File: src/rtl/sig_pair_pkg.sv
package sig_pair_pkg;

  localparam int CFG_SLOT_W = 6;

  typedef enum logic [1:0] {
    MODE_MUX      = 2'd0,
    MODE_PORT_BIT = 2'd1,
    MODE_PORT_16K = 2'd2,
    MODE_MUX_ALT  = 2'd3
  } sp_mode_e;

  typedef struct packed {
    logic [CFG_SLOT_W-1:0] slot;
    logic [1:0]            pair;
  } sp_pos_t;

  typedef struct packed {
    sp_mode_e mode;
    sp_pos_t  cap;
    sp_pos_t  ins;
  } sp_cfg_t;

  // Both multiplexed codes share one behaviour.
  function automatic logic is_mux_mode(sp_mode_e m);
    return (m == MODE_MUX) || (m == MODE_MUX_ALT);
  endfunction

  function automatic logic is_16k_mode(sp_mode_e m);
    return m == MODE_PORT_16K;
  endfunction

  // True when (slot, bit-in-slot) lies inside the aligned pair of p.
  function automatic logic in_pair(logic [CFG_SLOT_W-1:0] slot,
                                   logic [2:0] bitn, sp_pos_t p);
    return (slot == p.slot) && (bitn[2:1] == p.pair);
  endfunction

  // Earlier bit of a pair travels in bit 1.
  function automatic logic pair_bit(logic [1:0] pair, logic second);
    return second ? pair[0] : pair[1];
  endfunction

endpackage

File: src/rtl/sp_frame_pos.sv
module sp_frame_pos
  import sig_pair_pkg::*;
#(
  parameter int SLOTS = 64
) (
  input  logic                  clk,
  input  logic                  rst_n,
  input  logic                  bit_en,
  input  logic                  frame_sync,
  input  sp_cfg_t               cfg_in,
  input  logic [1:0]            ins_in,
  output logic [CFG_SLOT_W-1:0] cur_slot,
  output logic [2:0]            cur_bit,
  output logic                  synced,
  output sp_cfg_t               cfg_eff,
  output sp_cfg_t               cfg_act,
  output logic [1:0]            ins_eff
);

  localparam int FRAME_BITS = SLOTS * 8;
  localparam int POS_W      = $clog2(FRAME_BITS);

  logic [POS_W-1:0] pos_q;
  logic [POS_W-1:0] cur_pos;
  logic             frame_start;
  logic             synced_q;
  sp_cfg_t          cfg_q;
  logic [1:0]       ins_q;

  function automatic logic [POS_W-1:0] next_pos(logic [POS_W-1:0] p, logic restart);
    if (restart) return '0;
    if (p == POS_W'(FRAME_BITS - 1)) return '0;
    return POS_W'(p + 1'b1);
  endfunction

  assign frame_start = bit_en & frame_sync;
  assign cur_pos     = next_pos(pos_q, frame_sync);
  assign cur_slot    = CFG_SLOT_W'(cur_pos[POS_W-1:3]);
  assign cur_bit     = cur_pos[2:0];
  assign synced      = synced_q | frame_start;

  // The boundary bit already uses the freshly sampled settings.
  assign cfg_eff = frame_start ? cfg_in : cfg_q;
  assign ins_eff = frame_start ? ins_in : ins_q;
  assign cfg_act = cfg_q;

  always_ff @(posedge clk or negedge rst_n) begin
    if (!rst_n) begin
      pos_q    <= '0;
      synced_q <= 1'b0;
      cfg_q    <= '{mode: MODE_MUX, cap: '0, ins: '0};
      ins_q    <= '0;
    end else if (bit_en) begin
      pos_q <= cur_pos;
      if (frame_sync) begin
        synced_q <= 1'b1;
        cfg_q    <= cfg_in;
        ins_q    <= ins_in;
      end
    end
  end

endmodule

File: src/rtl/sp_slot_path.sv
module sp_slot_path
  import sig_pair_pkg::*;
(
  input  logic                  clk,
  input  logic                  rst_n,
  input  logic                  bit_en,
  input  logic                  active,
  input  logic                  mux_sel,
  input  logic [CFG_SLOT_W-1:0] cur_slot,
  input  logic [2:0]            cur_bit,
  input  sp_pos_t               cap_pos,
  input  sp_pos_t               ins_pos,
  input  logic [1:0]            ins_pair,
  input  logic                  bearer_in,
  input  logic                  line_in,
  input  logic                  sport_in,
  output logic                  line_out,
  output logic                  sport_out,
  output logic [1:0]            cap_bits,
  output logic                  cap_valid
);

  logic ins_hit;
  logic cap_hit;
  logic ins_bit;
  logic cap_src;
  logic first_q;

  assign ins_hit = active & in_pair(cur_slot, cur_bit, ins_pos);
  assign cap_hit = active & in_pair(cur_slot, cur_bit, cap_pos);
  assign ins_bit = pair_bit(ins_pair, cur_bit[0]);
  assign cap_src = mux_sel ? line_in : sport_in;

  always_ff @(posedge clk or negedge rst_n) begin
    if (!rst_n) begin
      line_out  <= 1'b0;
      sport_out <= 1'b0;
    end else if (bit_en) begin
      line_out  <= (ins_hit && mux_sel) ? ins_bit : bearer_in;
      sport_out <= (ins_hit && !mux_sel) ? ins_bit : 1'b0;
    end
  end

  always_ff @(posedge clk or negedge rst_n) begin
    if (!rst_n) begin
      first_q   <= 1'b0;
      cap_bits  <= '0;
      cap_valid <= 1'b0;
    end else begin
      cap_valid <= 1'b0;
      if (bit_en && cap_hit) begin
        if (!cur_bit[0]) begin
          first_q <= cap_src;
        end else begin
          cap_bits  <= {first_q, cap_src};
          cap_valid <= 1'b1;
        end
      end
    end
  end

endmodule

File: src/rtl/sp_dclk_path.sv
module sp_dclk_path #(
  parameter int HALF_DIV = 128
) (
  input  logic       clk,
  input  logic       rst_n,
  input  logic       bit_en,
  input  logic       enable,
  input  logic [1:0] ins_bits,
  input  logic       sport_in,
  output logic       sclk16,
  output logic       sport_out,
  output logic [1:0] cap_bits,
  output logic       cap_valid
);

  localparam int DIV_W = (HALF_DIV > 1) ? $clog2(HALF_DIV) : 1;

  logic [DIV_W-1:0] div_q;
  logic             term;
  logic             rise_evt;
  logic             fall_evt;
  logic             idx_q;
  logic [1:0]       hold_q;
  logic             first_q;

  assign term     = bit_en && (div_q == DIV_W'(HALF_DIV - 1));
  assign rise_evt = term & ~sclk16;
  assign fall_evt = term & sclk16;

  // Free-running divider: frame sync never touches it.
  always_ff @(posedge clk or negedge rst_n) begin
    if (!rst_n) begin
      div_q  <= '0;
      sclk16 <= 1'b0;
      idx_q  <= 1'b0;
      hold_q <= '0;
    end else begin
      if (bit_en) div_q <= term ? '0 : DIV_W'(div_q + 1'b1);
      if (term) sclk16 <= ~sclk16;
      if (fall_evt) idx_q <= ~idx_q;
      if (rise_evt && !idx_q) hold_q <= ins_bits;
    end
  end

  always_ff @(posedge clk or negedge rst_n) begin
    if (!rst_n) begin
      sport_out <= 1'b0;
      first_q   <= 1'b0;
      cap_bits  <= '0;
      cap_valid <= 1'b0;
    end else begin
      cap_valid <= 1'b0;
      if (!enable) begin
        sport_out <= 1'b0;
      end else begin
        if (rise_evt) sport_out <= idx_q ? hold_q[0] : ins_bits[1];
        if (fall_evt) begin
          if (!idx_q) begin
            first_q <= sport_in;
          end else begin
            cap_bits  <= {first_q, sport_in};
            cap_valid <= 1'b1;
          end
        end
      end
    end
  end

endmodule

File: src/rtl/sig_pair_inserter.sv
module sig_pair_inserter
  import sig_pair_pkg::*;
#(
  parameter int SLOTS = 64
) (
  input  logic       clk,
  input  logic       rst_n,
  input  logic       bit_en,
  input  logic       frame_sync,
  input  logic [1:0] mode_cfg,
  input  logic [5:0] cap_slot_cfg,
  input  logic [1:0] cap_pair_cfg,
  input  logic [5:0] ins_slot_cfg,
  input  logic [1:0] ins_pair_cfg,
  input  logic [1:0] ins_bits,
  input  logic       bearer_in,
  input  logic       line_in,
  output logic       line_out,
  input  logic       sport_in,
  output logic       sport_out,
  output logic       sclk16,
  output logic [1:0] cap_bits,
  output logic       cap_valid
);

  // One 16 kHz period spans half a frame of bit strobes.
  localparam int HALF_DIV = SLOTS * 2;

  sp_cfg_t               cfg_in;
  sp_cfg_t               cfg_eff;
  sp_cfg_t               cfg_act;
  logic [1:0]            ins_eff;
  logic [CFG_SLOT_W-1:0] cur_slot;
  logic [2:0]            cur_bit;
  logic                  synced;
  logic                  slot_active;
  logic                  mux_sel;
  logic                  mode16_act;
  logic [1:0]            bit_mode;
  logic                  s_sport;
  logic [1:0]            s_cap;
  logic                  s_valid;
  logic                  d_sport;
  logic [1:0]            d_cap;
  logic                  d_valid;

  assign cfg_in = '{mode: sp_mode_e'(mode_cfg),
                    cap:  '{slot: cap_slot_cfg, pair: cap_pair_cfg},
                    ins:  '{slot: ins_slot_cfg, pair: ins_pair_cfg}};

  sp_frame_pos #(.SLOTS(SLOTS)) u_pos (
    .clk       (clk),
    .rst_n     (rst_n),
    .bit_en    (bit_en),
    .frame_sync(frame_sync),
    .cfg_in    (cfg_in),
    .ins_in    (ins_bits),
    .cur_slot  (cur_slot),
    .cur_bit   (cur_bit),
    .synced    (synced),
    .cfg_eff   (cfg_eff),
    .cfg_act   (cfg_act),
    .ins_eff   (ins_eff)
  );

  assign bit_mode    = cfg_eff.mode;
  assign mux_sel     = is_mux_mode(cfg_eff.mode);
  assign slot_active = synced & ~is_16k_mode(cfg_eff.mode);
  assign mode16_act  = is_16k_mode(cfg_act.mode);

  sp_slot_path u_slot (
    .clk      (clk),
    .rst_n    (rst_n),
    .bit_en   (bit_en),
    .active   (slot_active),
    .mux_sel  (mux_sel),
    .cur_slot (cur_slot),
    .cur_bit  (cur_bit),
    .cap_pos  (cfg_eff.cap),
    .ins_pos  (cfg_eff.ins),
    .ins_pair (ins_eff),
    .bearer_in(bearer_in),
    .line_in  (line_in),
    .sport_in (sport_in),
    .line_out (line_out),
    .sport_out(s_sport),
    .cap_bits (s_cap),
    .cap_valid(s_valid)
  );

  sp_dclk_path #(.HALF_DIV(HALF_DIV)) u_dclk (
    .clk      (clk),
    .rst_n    (rst_n),
    .bit_en   (bit_en),
    .enable   (mode16_act),
    .ins_bits (ins_bits),
    .sport_in (sport_in),
    .sclk16   (sclk16),
    .sport_out(d_sport),
    .cap_bits (d_cap),
    .cap_valid(d_valid)
  );

  assign sport_out = mode16_act ? d_sport : s_sport;
  assign cap_bits  = mode16_act ? d_cap : s_cap;
  assign cap_valid = s_valid | d_valid;

endmodule

File: config.mk
export PLATFORM = sky130hd
export DESIGN_NAME = sig_pair_inserter
export DESIGN_NICKNAME = d
export VERILOG_FILES = /design/src/rtl/sig_pair_pkg.sv /design/src/rtl/sp_frame_pos.sv /design/src/rtl/sp_slot_path.sv /design/src/rtl/sp_dclk_path.sv /design/src/rtl/sig_pair_inserter.sv
export SDC_FILE = /design/constraint.sdc
export NUM_CORES = 1
export LEC_CHECK = 0
export ABC_AREA = 0
export BUFFER_PORTS_ARGS = -buffer_cell sky130_fd_sc_hd__buf_4
export CORE_MARGIN = 8
export CORE_UTILIZATION = 54
export CTS_BUF_LIST = sky130_fd_sc_hd__clkbuf_4
export CTS_CLUSTER_DIAMETER = 150
export DETAILED_ROUTE_END_ITERATION = 10
export PLACE_DENSITY_LB_ADDON = 0.1
export SLEW_MARGIN = 20
export SYNTH_ARGS = -nofsm -noshare
export SYNTH_HDL_FRONTEND = slang
export SYNTH_SLANG_ARGS = --single-unit
File: constraint.sdc
create_clock -name clk -period 3.1 [get_ports clk]
set_input_delay 0.155 -clock clk [delete_from_list [all_inputs] [get_ports clk]]
set_output_delay 0.155 -clock clk [all_outputs]
set_load 0.05 [all_outputs]
==> flow_summary.toml <==
[setup_path]
end_kind = "flop"
path_common_cell = "ha_1"
slowest_delay_ns = 0.49
cp_data_arrival_time_ns = 3.21
cp-start-kind = "flop"
cp_cell_sequence = "ha_1 -> nand2_1 -> nor2_1 -> ha_1 -> or2_4 -> or4_4 -> and3_4 -> nor4_2 -> nand4_2 -> mux2_4"
cpMaxStageDelayCell = "or4_4"
crit_path_max_fanout = 6
path_delay_family = "simple AND/OR/NAND/NOR gates"
path_buf_inv = 0
cp.required_ns = 3.37
worst-setup-path-type = "reg -> reg"

[clock_tree]
htreeDepth = 2
cts.sinks = 51
root_buffer = "clkbuf_4"
clk_latency_ns = 0.37
cts_buffer_depth = 2
cts_tree = "built"
clk_pin_slew_ns = 0.15
numCtsBuffers = 5

[floorplan]
initial_core_util_pct = 54.7
die_h_um = 87.2
core-area_um2 = 5010
die-area_um2 = 7610
rows = 26
fp.dieW_um = 87.2
io_pins = 33

[route]
remaining_drc_errors = 0
num_vias = 1992
first_pass_iters = 4
drt_iter0_drc = 65
routed_wl_um = 5620
routedWlPerCell_um = 15.2
ant_nets = 0
via_per_inst = 5.37

[timing]
finalSetupViolCount = 0
fmax_ghz = 0.340
min_period_ns = 2.94
report.final.hold_viol_count = 0
drv_slew = 0
tightest_slew_ns = 0.621
clock_skew_ns = 0.00873
relSlewSlack_pct = 58.6
fin_tns_setup_ns = 0
fin_crit_sh_pct = 94.8
rsz0062_at_grt = "no"
holdWs_ns = 0.0242

[grt]
antenna_found_initial = 0
grt_max_degree = 52
grt_pass1_vias = 2007
grt_pass1_wl_um = 9520
gr-total-overflow = 0
grtUsageTotal_pct = 16.0

[job]
drv_cap = 0

[synth]
syn_avg_cell_area_um2 = 10.8
async_flop_share_pct = 100
yosys_warnings = 0
synth.net_count = 285
synth_edf_count = 0
synthCells = 254
syn_area_um2 = 2740
synth_flop_cell = "dfrtp_1"
ys_seq_elements = 51
ys_seq_area_share_pct = 46.6
synth_cell_types = 58

[cells_and_area]
design_area_um2 = 3210
area_growth_pct = 17.4
insertedDiodeCount = 0
drive_above_1_share_pct = 31.6
postLayoutCoreUtil_pct = 64.2
nets = 331
fillCellCount = 454

[placed_design]
io_buffers = 32
gp_congestion = 0.850
placed_area_um2 = 3120
dp_hpwl_um = 4330

[power_and_ir_drop]
peakVddDrop_v = 0.000252
power_leakage_nw = 1.54
power.total_w = 0.00150
p_per_area_nw_per_um2 = 466

[hold_path]
min_path_type = "in -> reg"

[outcome]
status = "finished clean"
[timing repair]
action	CTS	global route
setup endpoints to repair	0	1
resized for setup	0	1
hold buffers	1	1
endpoints found under the hold margin	51	1
buffers inserted	0	2
[state kept, by name, summed over array words and instances (netlist names), 2 cells and up]
register / cells
u_dclk.cap_bits: 2
u_dclk.div_q: 7
u_pos.cfg_act: 18
u_pos.ins_q: 2
u_pos.pos_q: 9
u_slot.cap_bits: 2
[power by group]
part           switching, W  total (W)  leakage, nW  internal, W
Combinational      0.000184   0.000373        0.878     0.000189
Sequential        0.0000686   0.000826        0.637     0.000758
Clock              0.000210   0.000298       0.0288    0.0000875
[cell usage after synthesis (2+ instances only)]
cell type,n,area share (%)
buf_2,3,0.55
nor2_1,13,1.8
nand3_1,7,1.3
buf_1,3,0.41
and3_1,2,0.46
nor4_1,2,0.46
ha_1,4,1.8
nand4_2,2,0.91
o31ai_1,2,0.55
or3_1,2,0.46
mux2_2,27,11
nor2b_1,2,0.46
nand4_1,2,0.46
o211a_1,2,0.73
clkbuf_1,3,0.41
o22ai_1,2,0.46
inv_1,10,1.4
nand2b_1,5,1.1
xnor2_1,13,4.2
a32oi_1,2,0.64
o21ai_0,10,1.8
a22o_1,2,0.64
mux2i_1,9,3.3
nor3b_1,3,0.82
and2_1,4,0.91
xor2_1,6,1.9
dfrtp_1,51,47
nand2_1,23,3.2
a21oi_1,3,0.55
o41ai_1,2,0.64
nor3_1,6,1.1
[cell families (layout without fill, tap and decap cells)]
logic type,Yosys count,in the layout,share of synthesized area (%)
AOI/OAI and AO/OA,38,38,10.1
xor gates and xnor gates,19,19,6.08
adders and majority gates,4,4,1.83
buffers and inverters,21,68,3.29
DFF,51,51,46.6
muxes,37,37,14.9
and+or+nand+nor,84,84,17.1
[per-layer routing]
metal	up-vias	share of wire (%)	routed length, um	global-route usage [%]
met2	36	48	2710	26.6
met5	-	0	0	0
met3	6	3.4	189	3.40
li1	994	-	-	-
met1	956	47	2660	20.5
met4	0	1.0	59	4.22
[cell type report]
cell class	instances	area [um2]	share of cell area (%)
multi-input cells	182	1380	42.9
flip-flops and latches	51	1280	39.7
repair buffers	49	373	11.6
well taps	70	87.6	2.72
inverters	11	41.3	1.28
clock buffers	5	37.5	1.17
clock inverters	3	20.0	0.623
[path summary, 6_finish.rpt]
kind	from	endpoint	slack, ns	cells after the start
setup / recovery	u_pos.pos_q[0]	u_slot.cap_bits[1]	0.16	10
hold / removal	ins_slot_cfg[5]	u_pos.cfg_act[7]	0.02	2
setup reg to reg	u_pos.pos_q[0]	u_slot.cap_bits[1]	0.16	10
hold reg to reg	u_dclk.div_q[6]	u_dclk.div_q[6]	0.50	1
max in group asynchronous	rst_n	u_pos.pos_q[2]	2.34	2
min in group asynchronous	rst_n	u_dclk.div_q[4]	0.33	2
[cell usage in the layout, fill, tap and decap left out, types with 2 or more instances in the layout]
cell type / instances
o31ai_1: 2
xor2_1: 6
a21oi_1: 3
nand3_1: 7
dlygate4sd3_1: 2
nor3b_1: 3
o41ai_1: 2
mux2_2: 27
nor4_2: 2
a22o_1: 2
o21ai_0: 10
nand2b_1: 5
nor2b_1: 2
and3_1: 2
a32oi_1: 2
dfrtp_1: 51
nand4_2: 2
nand2_1: 23
clkbuf_4: 5
xnor2_1: 13
ha_1: 4
mux2i_1: 9
or3_1: 2
o211a_1: 2
nor2_1: 13
nor3_1: 6
and2_1: 4
o22ai_1: 2
nand4_1: 2
buf_4: 47
inv_1: 10
[per-stage QoR]
stage                     instances  setup WS, ns
after floorplan                 254         0.119
after global placement          359         0.201
after detailed placement        359         0.151
after CTS                       368         0.135
after global routing            371        0.0196
final                           371         0.160
(Power assumes the default switching activity.)
